File: config.mk
export PLATFORM = sky130hd
export DESIGN_NAME = hecc_sector_unit
export DESIGN_NICKNAME = d
export VERILOG_FILES = /design/src/rtl/hecc_pkg.sv /design/src/rtl/hecc_byte_par.sv /design/src/rtl/hecc_classify.sv /design/src/rtl/hecc_spare_map.sv /design/src/rtl/hecc_sector_unit.sv
export SDC_FILE = /design/constraint.sdc
export NUM_CORES = 1
export LEC_CHECK = 0
export BUFFER_PORTS_ARGS = -buffer_cell sky130_fd_sc_hd__buf_2
export CORE_AREA = 8 8 99 123
export DETAILED_ROUTE_END_ITERATION = 7
export DIE_AREA = 0 0 107 131
export HOLD_SLACK_MARGIN = 0.02
export PLACE_DENSITY = 0.8
export SYNTH_ARGS = -nofsm -noshare
export SYNTH_HDL_FRONTEND = slang
export SYNTH_SLANG_ARGS = --single-unit
File: constraint.sdc
create_clock -name clk -period 10.8 [get_ports clk]
set_clock_uncertainty 0.1 [all_clocks]
set_input_delay 0 -clock clk [delete_from_list [all_inputs] [get_ports clk]]
set_output_delay 0 -clock clk [all_outputs]
set_load 0.05 [all_outputs]
File: src/rtl/hecc_pkg.sv
package hecc_pkg;

    // Outcome of comparing the stored code with the computed one.
    typedef enum logic [1:0] {
        ST_CLEAN    = 2'b00,
        ST_FIXABLE  = 2'b01,
        ST_CODE_HIT = 2'b10,
        ST_FATAL    = 2'b11
    } ecc_status_e;

    // Column parity pairs cover bit positions 0..7 of a byte.
    localparam int COL_PAIRS = 3;

endpackage

File: src/rtl/hecc_byte_par.sv
// Column contributions and row parity of one data byte.
// col[2j] collects bits whose index has bit j clear, col[2j+1] those with it set.
module hecc_byte_par (
    input  logic [7:0] data_i,
    output logic [5:0] col_o,
    output logic       row_o
);
    always_comb begin
        col_o = '0;
        for (int b = 0; b < 8; b++) begin
            for (int j = 0; j < hecc_pkg::COL_PAIRS; j++) begin
                if (((b >> j) & 1) != 0) begin
                    col_o[2*j+1] = col_o[2*j+1] ^ data_i[b];
                end else begin
                    col_o[2*j] = col_o[2*j] ^ data_i[b];
                end
            end
        end
        row_o = ^data_i;
    end
endmodule

File: src/rtl/hecc_classify.sv
// Turns a stored and a computed code into a status plus error location.
module hecc_classify #(
    parameter  int AW = 9,
    localparam int CW = 2 * (hecc_pkg::COL_PAIRS + AW),
    localparam int PW = $clog2(CW + 1)
) (
    input  logic [CW-1:0]           stored_i,
    input  logic [CW-1:0]           calc_i,
    output hecc_pkg::ecc_status_e   status_o,
    output logic [AW-1:0]           byte_o,
    output logic [2:0]              bit_o
);
    import hecc_pkg::*;

    logic [CW-1:0] syn;
    logic [PW-1:0] pop;
    logic          erased;
    logic [AW-1:0] off;
    logic [2:0]    bidx;

    always_comb begin
        syn    = stored_i ^ calc_i;
        pop    = '0;
        for (int i = 0; i < CW; i++) begin
            pop = pop + PW'(syn[i]);
        end
        erased = (&stored_i) && !(|calc_i);
        for (int k = 0; k < AW; k++) begin
            off[k] = syn[2*k + 2*COL_PAIRS + 1];
        end
        for (int j = 0; j < COL_PAIRS; j++) begin
            bidx[j] = syn[2*j + 1];
        end

        byte_o = '0;
        bit_o  = '0;
        if (syn == '0 || erased) begin
            status_o = ST_CLEAN;
        end else if (pop == PW'(CW / 2)) begin
            status_o = ST_FIXABLE;
            byte_o   = off;
            bit_o    = bidx;
        end else if (pop == PW'(1)) begin
            status_o = ST_CODE_HIT;
        end else begin
            status_o = ST_FATAL;
        end
    end
endmodule

File: src/rtl/hecc_spare_map.sv
// Spare-area byte offset of a sector's code inside its page.
module hecc_spare_map #(
    parameter int PAGE_SECTORS = 4,
    parameter int SPARE_BASE   = 8,
    parameter int SPARE_STRIDE = 16,
    parameter int IW           = 2,
    parameter int OW           = 7
) (
    input  logic [IW-1:0] idx_i,
    output logic [OW-1:0] ofs_o
);
    generate
        if (PAGE_SECTORS > 1) begin : g_multi
            assign ofs_o = OW'(SPARE_BASE) + OW'(SPARE_STRIDE) * OW'(idx_i);
        end else begin : g_single
            logic unused_idx;
            assign unused_idx = ^idx_i;
            assign ofs_o      = '0;
        end
    endgenerate
endmodule

File: src/rtl/hecc_sector_unit.sv
// Streaming Hamming ECC over one sector, one byte per accepted cycle.
module hecc_sector_unit #(
    parameter  int SECTOR_BYTES = 512,
    parameter  int PAGE_SECTORS = 4,
    parameter  int SPARE_BASE   = 8,
    parameter  int SPARE_STRIDE = 16,
    localparam int AW = $clog2(SECTOR_BYTES),
    localparam int CW = 2 * (hecc_pkg::COL_PAIRS + AW),
    localparam int IW = (PAGE_SECTORS > 1) ? $clog2(PAGE_SECTORS) : 1,
    localparam int OW = $clog2(SPARE_BASE + SPARE_STRIDE * PAGE_SECTORS + 1)
) (
    input  logic          clk,
    input  logic          rst_n,
    input  logic          sec_start,
    input  logic          in_vld,
    input  logic [7:0]    in_byte,
    input  logic [CW-1:0] st_code,
    output logic          res_vld,
    output logic [1:0]    res_status,
    output logic [AW-1:0] err_byte,
    output logic [2:0]    err_bit,
    output logic [CW-1:0] calc_code,
    output logic [IW-1:0] res_idx,
    output logic [OW-1:0] res_ofs
);
    import hecc_pkg::*;

    localparam int ROW_BASE = 2 * COL_PAIRS;

    typedef struct packed {
        logic [CW-1:0] acc;
        logic [AW:0]   cnt;
        logic          vld;
        ecc_status_e   st;
        logic [AW-1:0] eb;
        logic [2:0]    ebit;
        logic [CW-1:0] code;
        logic [IW-1:0] ridx;
        logic [IW-1:0] nidx;
    } state_t;

    state_t q, d;

    logic [5:0]    col;
    logic          rowp;
    logic [CW-1:0] base_acc;
    logic [AW:0]   base_cnt;
    logic [AW-1:0] addr;
    logic [CW-1:0] acc_upd;
    logic          take;
    logic          last;
    ecc_status_e   cls_st;
    logic [AW-1:0] cls_byte;
    logic [2:0]    cls_bit;

    hecc_byte_par u_par (
        .data_i (in_byte),
        .col_o  (col),
        .row_o  (rowp)
    );

    hecc_classify #(.AW(AW)) u_cls (
        .stored_i (st_code),
        .calc_i   (acc_upd),
        .status_o (cls_st),
        .byte_o   (cls_byte),
        .bit_o    (cls_bit)
    );

    hecc_spare_map #(
        .PAGE_SECTORS (PAGE_SECTORS),
        .SPARE_BASE   (SPARE_BASE),
        .SPARE_STRIDE (SPARE_STRIDE),
        .IW           (IW),
        .OW           (OW)
    ) u_map (
        .idx_i (q.ridx),
        .ofs_o (res_ofs)
    );

    always_comb begin
        // A start pulse acts first, so a byte in the same cycle lands at address 0.
        base_acc = sec_start ? '0 : q.acc;
        base_cnt = sec_start ? '0 : q.cnt;
        addr     = base_cnt[AW-1:0];
        take     = in_vld && !base_cnt[AW];
        last     = take && (addr == {AW{1'b1}});

        acc_upd        = base_acc;
        acc_upd[5:0]   = base_acc[5:0] ^ col;
        for (int k = 0; k < AW; k++) begin
            if (addr[k]) begin
                acc_upd[ROW_BASE + 2*k + 1] = base_acc[ROW_BASE + 2*k + 1] ^ rowp;
            end else begin
                acc_upd[ROW_BASE + 2*k] = base_acc[ROW_BASE + 2*k] ^ rowp;
            end
        end

        d     = q;
        d.acc = base_acc;
        d.cnt = base_cnt;
        if (sec_start) begin
            d.vld  = 1'b0;
            d.st   = ST_CLEAN;
            d.eb   = '0;
            d.ebit = '0;
            d.code = '0;
        end
        if (take) begin
            d.acc = acc_upd;
            d.cnt = base_cnt + 1'b1;
        end
        if (last) begin
            d.vld  = 1'b1;
            d.st   = cls_st;
            d.eb   = cls_byte;
            d.ebit = cls_bit;
            d.code = acc_upd;
            d.ridx = q.nidx;
            if (q.nidx == IW'(PAGE_SECTORS - 1)) begin
                d.nidx = '0;
            end else begin
                d.nidx = q.nidx + 1'b1;
            end
        end
    end

    always_ff @(posedge clk) begin
        if (!rst_n) begin
            q <= '{acc: '0, cnt: '0, vld: 1'b0, st: ST_CLEAN, eb: '0,
                   ebit: '0, code: '0, ridx: '0, nidx: '0};
        end else begin
            q <= d;
        end
    end

    assign res_vld    = q.vld;
    assign res_status = q.st;
    assign err_byte   = q.eb;
    assign err_bit    = q.ebit;
    assign calc_code  = q.code;
    assign res_idx    = q.ridx;

endmodule

==> impl_metrics.env, run 1 <==
export IMPL_rows=42
export IMPL_ant_nets=0
export IMPL_post_cts_setup_buffer_count=0
export IMPL_finalSetupViolCount=0
export IMPL_finalMaxSlewViolations=0
export IMPL_hp_class="in -> reg"
export IMPL_numCtsBuffers=9
export IMPL_wirelength_um=15000
export IMPL_ys_types=55
export IMPL_ys_seq_area_frac=0.280
export IMPL_grt_usage=0.221
export IMPL_areaGrowthSynthToFinish_pct=7.92
export IMPL_holdPathEnd="err_bit[2]"
export IMPL_post_route_min_period_ns=7.12
export IMPL_start_util=0.533
export IMPL_layout_common_cells="79 x nand2_1, 78 x buf_2, 77 x dfxtp_1"
export IMPL_p_leak_nw=2.44
export IMPL_synth_area_um2=5510
export IMPL_crit_chain="buf_2 -> inv_1 -> nand2_1 -> xnor2_1 -> xor2_1 -> ha_1 -> inv_1 -> fa_1 -> fa_1 -> fa_1 -> fa_1 -> fa_1 -> inv_1 -> fa_1 -> inv_1 -> fa_1 -> nor2b_1 -> o21ai_0 -> nand3b_1 -> nor4_1 -> inv_1 -> or2_2 -> o21ai_1"
export IMPL_final_net_count=776
export IMPL_clock_sinks=77
export IMPL_worstPathArrival_ns=7.29
export IMPL_drive_gt1_frac=0.151
export IMPL_critPathSlowestCell="buf_2"
export IMPL_tritoncts="yes"
export IMPL_nFillCells=916
export IMPL_ys_top_cells_by_area="dfxtp_1 28%, buf_4 6.4%, xnor2_1 6.2%, fa_1 6.2%, xor2_1 5.4%"
export IMPL_dp_hpwl_um=11200
export IMPL_dieHeight_um=131
export IMPL_grt_pass1_vias=4859
export IMPL_root_buffer="clkbuf_16"
export IMPL_worstHoldStart="st_code[5]"
export IMPL_multiInputGateArea_um2=3370
export IMPL_regArea_um2=1540
export IMPL_die_w_um=107
export IMPL_hold_violations=0
export IMPL_timing_critical_path_mode_cell="fa_1"
export IMPL_grt_first_pass_wirelength_um=24400
export IMPL_tightest_slew_ns=1.13
export IMPL_mostFrequentLayoutCell="nand2_1"
export IMPL_viasPerCell=5.81
export IMPL_crit_buf_inv=6
export IMPL_yosys_area_top_type="dfxtp_1"
export IMPL_drt_iter0_drc=503
export IMPL_ys_warn_count=0
export IMPL_fmax_mhz=141
export IMPL_gp_congestion=0.982
export IMPL_drc_errors=0
export IMPL_async_flop_share=0
export IMPL_diodes=0
export IMPL_dieArea_um2=14000
export IMPL_crit_family="adder cells"
export IMPL_netlist_instances=698
export IMPL_critical_path_required_ns=10.97
export IMPL_ys_ff_latch=77
export IMPL_grt_ovfl_total=0
export IMPL_max_cap_violations=0
export IMPL_htreeDepth=3
export IMPL_reg2reg_slack_ns=4.03
export IMPL_finalCritPeriodShare=0.659
export IMPL_peakVddDrop_mv=0.393
export IMPL_endpoint_kind="flop"
export IMPL_num_vias=4932
export IMPL_drt_pass1_iterations=5
export IMPL_io_buffers=78
export IMPL_r2r_cells=22
export IMPL_clk_pin_slew_ns=0.06
export IMPL_synthFlopType="dfxtp_1"
export IMPL_rsz0062_at_grt="no"
export IMPL_synth_edf_count=0
export IMPL_ctsLongestPathBuffers=2
export IMPL_fin_setup_tns_ns=0
export IMPL_post_place_ws_ns=3.38
export IMPL_fin_area_um2=5950
export IMPL_grt_max_degree=58
export IMPL_synth_avg_cell_area_um2=7.90
export IMPL_coreArea_um2=10400
export IMPL_power_density_nw_per_um2=334
export IMPL_clock_latency_ns=0.34
export IMPL_status="completed"
export IMPL_pin_count=84
export IMPL_crit_path_start_kind="input port"
export IMPL_setup_ws_ns=3.68
export IMPL_slowest_delay_ns=0.71
export IMPL_cp_max_fo=57
export IMPL_antenna_found_initial=0
export IMPL_wl_per_cell_um=17.7
export IMPL_crit_type="in -> reg"
export IMPL_place_area_um2=5610
export IMPL_synth_top_area_frac=0.280
export IMPL_max_slew_margin_rel=0.243
export IMPL_r2r_start="q[54]"
export IMPL_whs_path_depth=3
export IMPL_worst_r2r_endpoint="err_byte[4]"
-- logic make-up after synthesis --
kind of cell | count (synthesis) | synth area share
buf+inv | 118 | 0.113
xor+xnor | 75 | 0.122
mux | 7 | 0.0129
compound gates | 140 | 0.161
fa+ha+maj | 28 | 0.0867
flops | 77 | 0.280
simple gates | 251 | 0.223
other cells | 2 | 0.00136
-- per-layer routing --
layer,wire [µm],track usage,up-vias,share of wire
li1,-,-,2307,-
met3,1360,0.0530,46,0.090
met4,557,0.119,0,0.037
met5,0,0,-,0
met1,5940,0.259,2333,0.40
met2,7160,0.366,246,0.48
-- cells in the mapped netlist, types with 19 or more instances --
| cell | instances |
|---|---|
| xnor2_1 | 39 |
| a21boi_0 | 24 |
| a21oi_1 | 19 |
| nand2_1 | 79 |
| inv_1 | 30 |
| xor2_1 | 34 |
| nor2_1 | 61 |
| dfxtp_1 | 77 |
| clkbuf_1 | 32 |
| buf_4 | 47 |
| o21ai_0 | 44 |
| nor2b_1 | 35 |
-- through the flow --
step                      hold slack [ns]  instances  total power [W]  utilization
after floorplan                    0.0538        701          0.00142            -
after global placement              0.271        827          0.00160        0.542
after detailed placement            0.276        827          0.00172        0.542
after CTS                          0.0698        849          0.00202        0.575
after global routing               0.0962        849          0.00224        0.575
final                              0.0688        849          0.00199        0.575
-- area by class of cell --
class | count | area share
Multi-Input combinational cell | 506 | 0.566
Clock buffer | 10 | 0.0402
Clock inverter | 6 | 0.00736
Tap cell | 132 | 0.0278
Timing Repair Buffer | 88 | 0.0808
Sequential cell | 77 | 0.259
Inverter | 30 | 0.0189
-- registers in the layout, indices dropped and copies added (netlist names) --
name,count
res_vld,1
res_idx,2
res_status,2
calc_code,24
err_bit,3
err_byte,9
q,36
-- worst max-delay path by stage --
stage	start	to	slack, ns	cells after the start
2_1_floorplan	in_byte[5]	err_byte[0]	4.50	26
4_1_cts	sec_start	err_byte[4]	3.70	23
6_report	sec_start	err_byte[4]	3.68	23
5_1_grt	sec_start	err_byte[8]	3.17	23
3_3_place_gp	sec_start	err_byte[4]	3.62	23
3_5_place_dp	sec_start	err_byte[4]	3.38	23
-- worst reg2reg max path: cells and delay by family (launching register included) --
kind | cells | cell delay (ns)
adder cells (fa/ha/maj) | 8 | 3.51
flip-flops | 1 | 0.35
AND/OR/NAND/NOR | 5 | 1.47
XOR/XNOR | 2 | 0.60
AO/OA/AOI/OAI | 2 | 0.29
buffers and inverters | 5 | 0.38
-- repair_timing --
item | CTS | global route
endpoints found under the hold margin | 6 | 0
hold buffers | 6 | 0
gates resized for setup | 0 | 0
-- report_power, final --
part,total (W),switching (W),internal [W],leakage [nW]
sequential,0.000300,0.00000783,0.000292,0.623
combinational,0.00139,0.000807,0.000587,1.68
clock,0.000291,0.000128,0.000163,0.139
total,0.00198,0.000942,0.00104,2.44
Note: power is estimated with default switching activity, not from simulation.
==> run 2, diff against run 1 <==
==> constraint.sdc (replaced) <==
create_clock -name clk -period 6.9 [get_ports clk]
set_clock_uncertainty 0.1 [all_clocks]
set_input_delay 0 -clock clk [delete_from_list [all_inputs] [get_ports clk]]
set_output_delay 0 -clock clk [all_outputs]
set_load 0.05 [all_outputs]
==> run 2 against run 1 <==
- sequential share of layout area down 0.38 points
- first-iteration DRC count down 17%
- highest routed layer unchanged
- register-to-register slack lost 3.6 ns
- non-clock buffer count is 11 higher
- power increased by 63%
- global-route usage is 0.10 points higher
- critical path depth rose by 1
- largest cell class unchanged
- clock power rose by 58%
- final area up 1.5%
- largest power group unchanged
- final cell count up 1.3%
- combinational power grew 65%
- die area unchanged
==> impl_metrics.env, run 2 (synthesis gave the netlist of run 1 again) <==
export IMPL_areaGrowthSynthToFinish_pct=9.53
export IMPL_cp_max_fo=10
export IMPL_coreArea_um2=10400
export IMPL_max_cap_violations=0
export IMPL_tritoncts="yes"
export IMPL_status="completed"
export IMPL_rsz0062_at_grt="no"
export IMPL_wl_per_cell_um=17.6
export IMPL_drc_errors=0
export IMPL_grt_max_degree=49
export IMPL_endpoint_kind="flop"
export IMPL_holdWs_ns=0.0549
export IMPL_r2r_cells=22
export IMPL_die_w_um=107
export IMPL_finalSetupViolCount=0
export IMPL_worstHoldStart="st_code[11]"
export IMPL_htreeDepth=3
export IMPL_final_net_count=787
export IMPL_post_route_min_period_ns=6.54
export IMPL_finalMaxSlewViolations=0
export IMPL_rows=42
export IMPL_whs_path_depth=4
export IMPL_power_density_nw_per_um2=535
export IMPL_numCtsBuffers=9
export IMPL_critical_path_required_ns=7.08
export IMPL_drive_gt1_frac=0.161
export IMPL_fin_setup_tns_ns=0
export IMPL_r2r_start="q[54]"
export IMPL_worstPathArrival_ns=6.71
export IMPL_reg2reg_slack_ns=0.39
export IMPL_grt_ovfl_total=0
export IMPL_finalCritPeriodShare=0.947
export IMPL_viasPerCell=5.67
export IMPL_p_leak_nw=2.49
export IMPL_ctsLongestPathBuffers=2
export IMPL_post_place_cells=837
export IMPL_crit_type="in -> reg"
export IMPL_grt_usage=0.222
export IMPL_start_util=0.533
export IMPL_regMostFlops="q"
export IMPL_drt_pass1_iterations=5
export IMPL_dieHeight_um=131
export IMPL_worst_r2r_endpoint="err_byte[5]"
export IMPL_ant_nets=0
export IMPL_dieArea_um2=14000
export IMPL_num_vias=4879
export IMPL_grt_first_pass_wirelength_um=24400
export IMPL_mostFrequentLayoutCell="nand2_1"
export IMPL_grt_pass1_vias=4862
export IMPL_post_cts_setup_buffer_count=0
export IMPL_tightest_slew_ns=1.19
export IMPL_gp_congestion=0.961
export IMPL_peakVddDrop_mv=0.771
export IMPL_fin_util=0.583
export IMPL_pin_count=84
export IMPL_wirelength_um=15200
export IMPL_hold_violations=0
export IMPL_max_slew_margin_rel=0.201
export IMPL_clock_sinks=77
export IMPL_clock_latency_ns=0.34
export IMPL_dp_hpwl_um=11600
export IMPL_hp_class="in -> reg"
export IMPL_io_buffers=78
export IMPL_clk_pin_slew_ns=0.06
export IMPL_holdPathEnd="err_byte[2]"
export IMPL_layoutNonFillerInstCount=860
export IMPL_diodes=0
export IMPL_layout_common_cells="79 x nand2_1, 78 x buf_2, 77 x dfxtp_1"
export IMPL_crit_path_start_kind="input port"
export IMPL_drt_iter0_drc=420
export IMPL_antenna_found_initial=0
export IMPL_root_buffer="clkbuf_16"
export IMPL_largest_reg_flops=36
export IMPL_fmax_mhz=153
[run 2: cell types whose count changed in the layout (fill, tap and decap cells not counted)]
cell           change
buf_4             +10
clkbuf_1           +1
clkbuf_8           +1
clkinv_2           -1
clkinv_4           -1
dlygate4sd3_1      +1
[run 2: final cells by class]
class                           instances  area (µm²)
Multi-Input combinational cell        506        3370
Tap cell                              132         165
Sequential cell                        77        1540
Inverter                               30         113
Clock inverter                          4        30.0
Clock buffer                           12         256
Fill cell                             901        4310
Timing Repair Buffer                   99         566
[run 2: how the worst max path moves through the flow]
stage,startpoint,to,cells after the start
after floorplan,in_byte[5],err_byte[0],26
after global placement,in_byte[3],err_byte[5],24
after detailed placement,in_byte[2],err_byte[8],24
after CTS,sec_start,err_byte[8],24
after global routing,sec_start,err_byte[3],24
final,sec_start,err_byte[5],24
[run 2: power by group]
group / switching [W] / internal, W / leakage [nW] / total, W
logic: 0.00131 / 0.000988 / 1.73 / 0.00230
clock network: 0.000196 / 0.000265 / 0.140 / 0.000461
registers: 0.0000112 / 0.000458 / 0.623 / 0.000469
[run 2: routing by layer]
layer  global-route usage  routed length (µm)  vias to the layer above
met5                    0                   0                        -
met1                0.262                6110                     2295
met2                0.367                7270                      215
met4                0.119                 488                        0
li1                     -                   -                     2331
met3               0.0520                1310                       38
[run 2: critical path, stage by stage]
cell           delay (ns)
dlygate4sd3_1        0.52
buf_2                0.19
nor2b_1              0.27
xor2_1               0.34
xnor2_1              0.22
inv_1                0.08
ha_1                 0.28
inv_1                0.05
fa_1                 0.50
fa_1                 0.52
fa_1                 0.52
fa_1                 0.52
fa_1                 0.54
inv_1                0.06
fa_1                 0.45
inv_1                0.09
fa_1                 0.20
nor2b_1              0.06
o21ai_0              0.15
nand3b_1             0.11
nor4_1               0.37
inv_1                0.14
or2_2                0.38
o21ai_1              0.13
[run 2: stage by stage]
stage,instance area [µm²],power (W),setup WS (ns)
6_report,6040,0.00323,0.365
5_1_grt,6040,0.00358,0.00911
4_1_cts,6040,0.00326,0.363
3_5_place_dp,5680,0.00276,0.295
3_3_place_gp,5680,0.00261,0.534
2_1_floorplan,5520,0.00222,0.595
[run 2: repair_timing]
action / in CTS / in global routing
endpoints found under the setup margin: 0 / 0
resized for setup: 0 / 0
hold buffers: 7 / 0
endpoints found under the hold margin: 7 / 0
==> run 3, diff against run 2 <==
--- a/config.mk
+++ b/config.mk
@@ -6,9 +6,9 @@
 export NUM_CORES = 1
 export LEC_CHECK = 0
 export BUFFER_PORTS_ARGS = -buffer_cell sky130_fd_sc_hd__buf_2
-export CORE_AREA = 8 8 99 123
+export CORE_AREA = 2 2 79 138
 export DETAILED_ROUTE_END_ITERATION = 7
-export DIE_AREA = 0 0 107 131
+export DIE_AREA = 0 0 81 140
 export HOLD_SLACK_MARGIN = 0.02
 export PLACE_DENSITY = 0.8
 export SYNTH_ARGS = -nofsm -noshare
==> run 3 against run 2 <==
- final area grew 0.60%
- via count increased by 2.9%
- first-iteration DRC count is 3.3% higher
- count of clock-buffer cells in the layout down 2
- critical path depth down 1
- critical endpoint is now err_byte[8]
- highest routed layer unchanged
==> impl_metrics.env, run 3 (synthesis gave the netlist of run 1 again) <==
export IMPL_status="completed"
export IMPL_ant_nets=0
export IMPL_power_density_nw_per_um2=557
export IMPL_peakVddDrop_mv=0.856
export IMPL_dieHeight_um=140
export IMPL_whs_path_depth=4
export IMPL_endpoint_kind="flop"
export IMPL_antenna_found_initial=0
export IMPL_crit_type="in -> reg"
export IMPL_clk_pin_slew_ns=0.06
export IMPL_ctsLongestPathBuffers=2
export IMPL_finalSetupViolCount=0
export IMPL_p_total_w=0.00339
export IMPL_grt_ovfl_total=0
export IMPL_multiInputGateArea_um2=3380
export IMPL_mostFrequentLayoutCell="nand2_1"
export IMPL_finalCritPeriodShare=0.950
export IMPL_wirelength_um=16000
export IMPL_die_w_um=81
export IMPL_htreeDepth=3
export IMPL_start_util=0.542
export IMPL_finalMaxSlewViolations=0
export IMPL_grt_pass1_vias=4834
export IMPL_clock_sinks=77
export IMPL_grt_max_degree=49
export IMPL_hp_class="in -> reg"
export IMPL_dp_hpwl_um=12000
export IMPL_pin_count=84
export IMPL_max_cap_violations=0
export IMPL_gp_congestion=0.938
export IMPL_rows=49
export IMPL_dieArea_um2=11300
export IMPL_largest_reg_flops=36
export IMPL_p_leak_nw=2.52
export IMPL_nFillCells=907
export IMPL_regMostFlops="q"
export IMPL_clock_latency_ns=0.35
export IMPL_root_buffer="clkbuf_16"
export IMPL_io_buffers=78
export IMPL_rsz0062_at_grt="no"
export IMPL_critical_path_required_ns=7.08
export IMPL_max_slew_margin_rel=0.195
export IMPL_hold_violations=0
export IMPL_drt_iter0_drc=434
export IMPL_diodes=0
export IMPL_drc_errors=0
export IMPL_grt_first_pass_wirelength_um=24700
export IMPL_post_route_min_period_ns=6.55
export IMPL_num_vias=5019
export IMPL_areaGrowthSynthToFinish_pct=10.2
export IMPL_layout_common_cells="79 x nand2_1, 78 x buf_2, 77 x dfxtp_1"
export IMPL_grt_usage=0.290
export IMPL_crit_path_start_kind="input port"
export IMPL_cp_max_fo=48
export IMPL_tritoncts="yes"
export IMPL_worstPathArrival_ns=6.73
export IMPL_final_net_count=788
export IMPL_regArea_um2=1540
export IMPL_drt_pass1_iterations=5
export IMPL_wl_per_cell_um=18.7
export IMPL_fmax_mhz=153
export IMPL_fin_setup_tns_ns=0
export IMPL_tightest_slew_ns=1.20
export IMPL_numCtsBuffers=9
export IMPL_viasPerCell=5.86
export IMPL_coreArea_um2=10200
export IMPL_drive_gt1_frac=0.169
export IMPL_r2r_cells=21
run 3: changes by cell type in the layout (fill, tap and decap cells not counted), sizes merged:
cell,delta
buf,+2
dlygate4sd3,-1
clkbuf,-2
inv,+2
run 3: metrics by stage:
stage	setup slack, ns	instances	utilization	cell area, µm²	hold WS [ns]
2_1_floorplan	0.595	701	-	5520	0.0538
5_1_grt	0.0546	856	0.597	6070	0.0205
3_3_place_gp	0.349	833	0.560	5700	0.303
3_5_place_dp	0.192	833	0.560	5700	0.301
4_1_cts	0.148	855	0.594	6050	0.0238
6_report	0.348	856	0.597	6070	0.0244
run 3: area by class of cell:
| class | instances | area share |
|---|---|---|
| tap | 127 | 0.0262 |
| clock inverter | 6 | 0.00844 |
| sequential | 77 | 0.254 |
| timing repair buffer | 100 | 0.0966 |
| clock buffer | 10 | 0.0393 |
| inverter | 30 | 0.0185 |
| multi-input combinational | 506 | 0.557 |
run 3: what timing repair did:
| item | in CTS | in global routing |
|---|---|---|
| endpoints found under the hold margin | 6 | 0 |
| resized for setup | 0 | 4 |
| hold buffers | 6 | 0 |
| endpoints found under the setup margin | 0 | 11 |
| setup buffers | 0 | 1 |
run 3: critical path, cell delays in order:
cell           delay [ns]
dlygate4sd3_1        0.52
buf_2                0.27
buf_6                0.37
nor2b_1              0.10
o22ai_1              0.32
xor2_1               0.35
fa_1                 0.52
fa_1                 0.52
fa_1                 0.55
fa_1                 0.53
fa_1                 0.57
inv_1                0.06
fa_1                 0.44
inv_1                0.08
fa_1                 0.21
nor2b_1              0.06
o21ai_0              0.14
nand3b_1             0.11
nor4_1               0.26
buf_4                0.17
inv_1                0.05
or2_2                0.36
o21ai_1              0.15
run 3: final timing paths:
path	startpoint	endpoint	slack, ns
worst max-delay path	sec_start	err_byte[8]	0.35
worst min-delay path	st_code[9]	err_byte[1]	0.02
worst max register to register	q[45]	err_byte[8]	0.41
worst min register to register	err_byte[1]	err_byte[1]	0.35
run 3: routing by layer:
metal,GRT usage,wire length (µm)
met4,0.177,917
met1,0.315,5890
met3,0.0548,1050
met5,0,0
met2,0.504,8180
run 3: power by group:
part | switching, W | total (W) | internal (W) | leakage, nW
registers | 0.0000125 | 0.000470 | 0.000458 | 0.623
clock network | 0.000211 | 0.000470 | 0.000259 | 0.140
logic | 0.00141 | 0.00245 | 0.00104 | 1.75
total | 0.00163 | 0.00339 | 0.00175 | 2.52
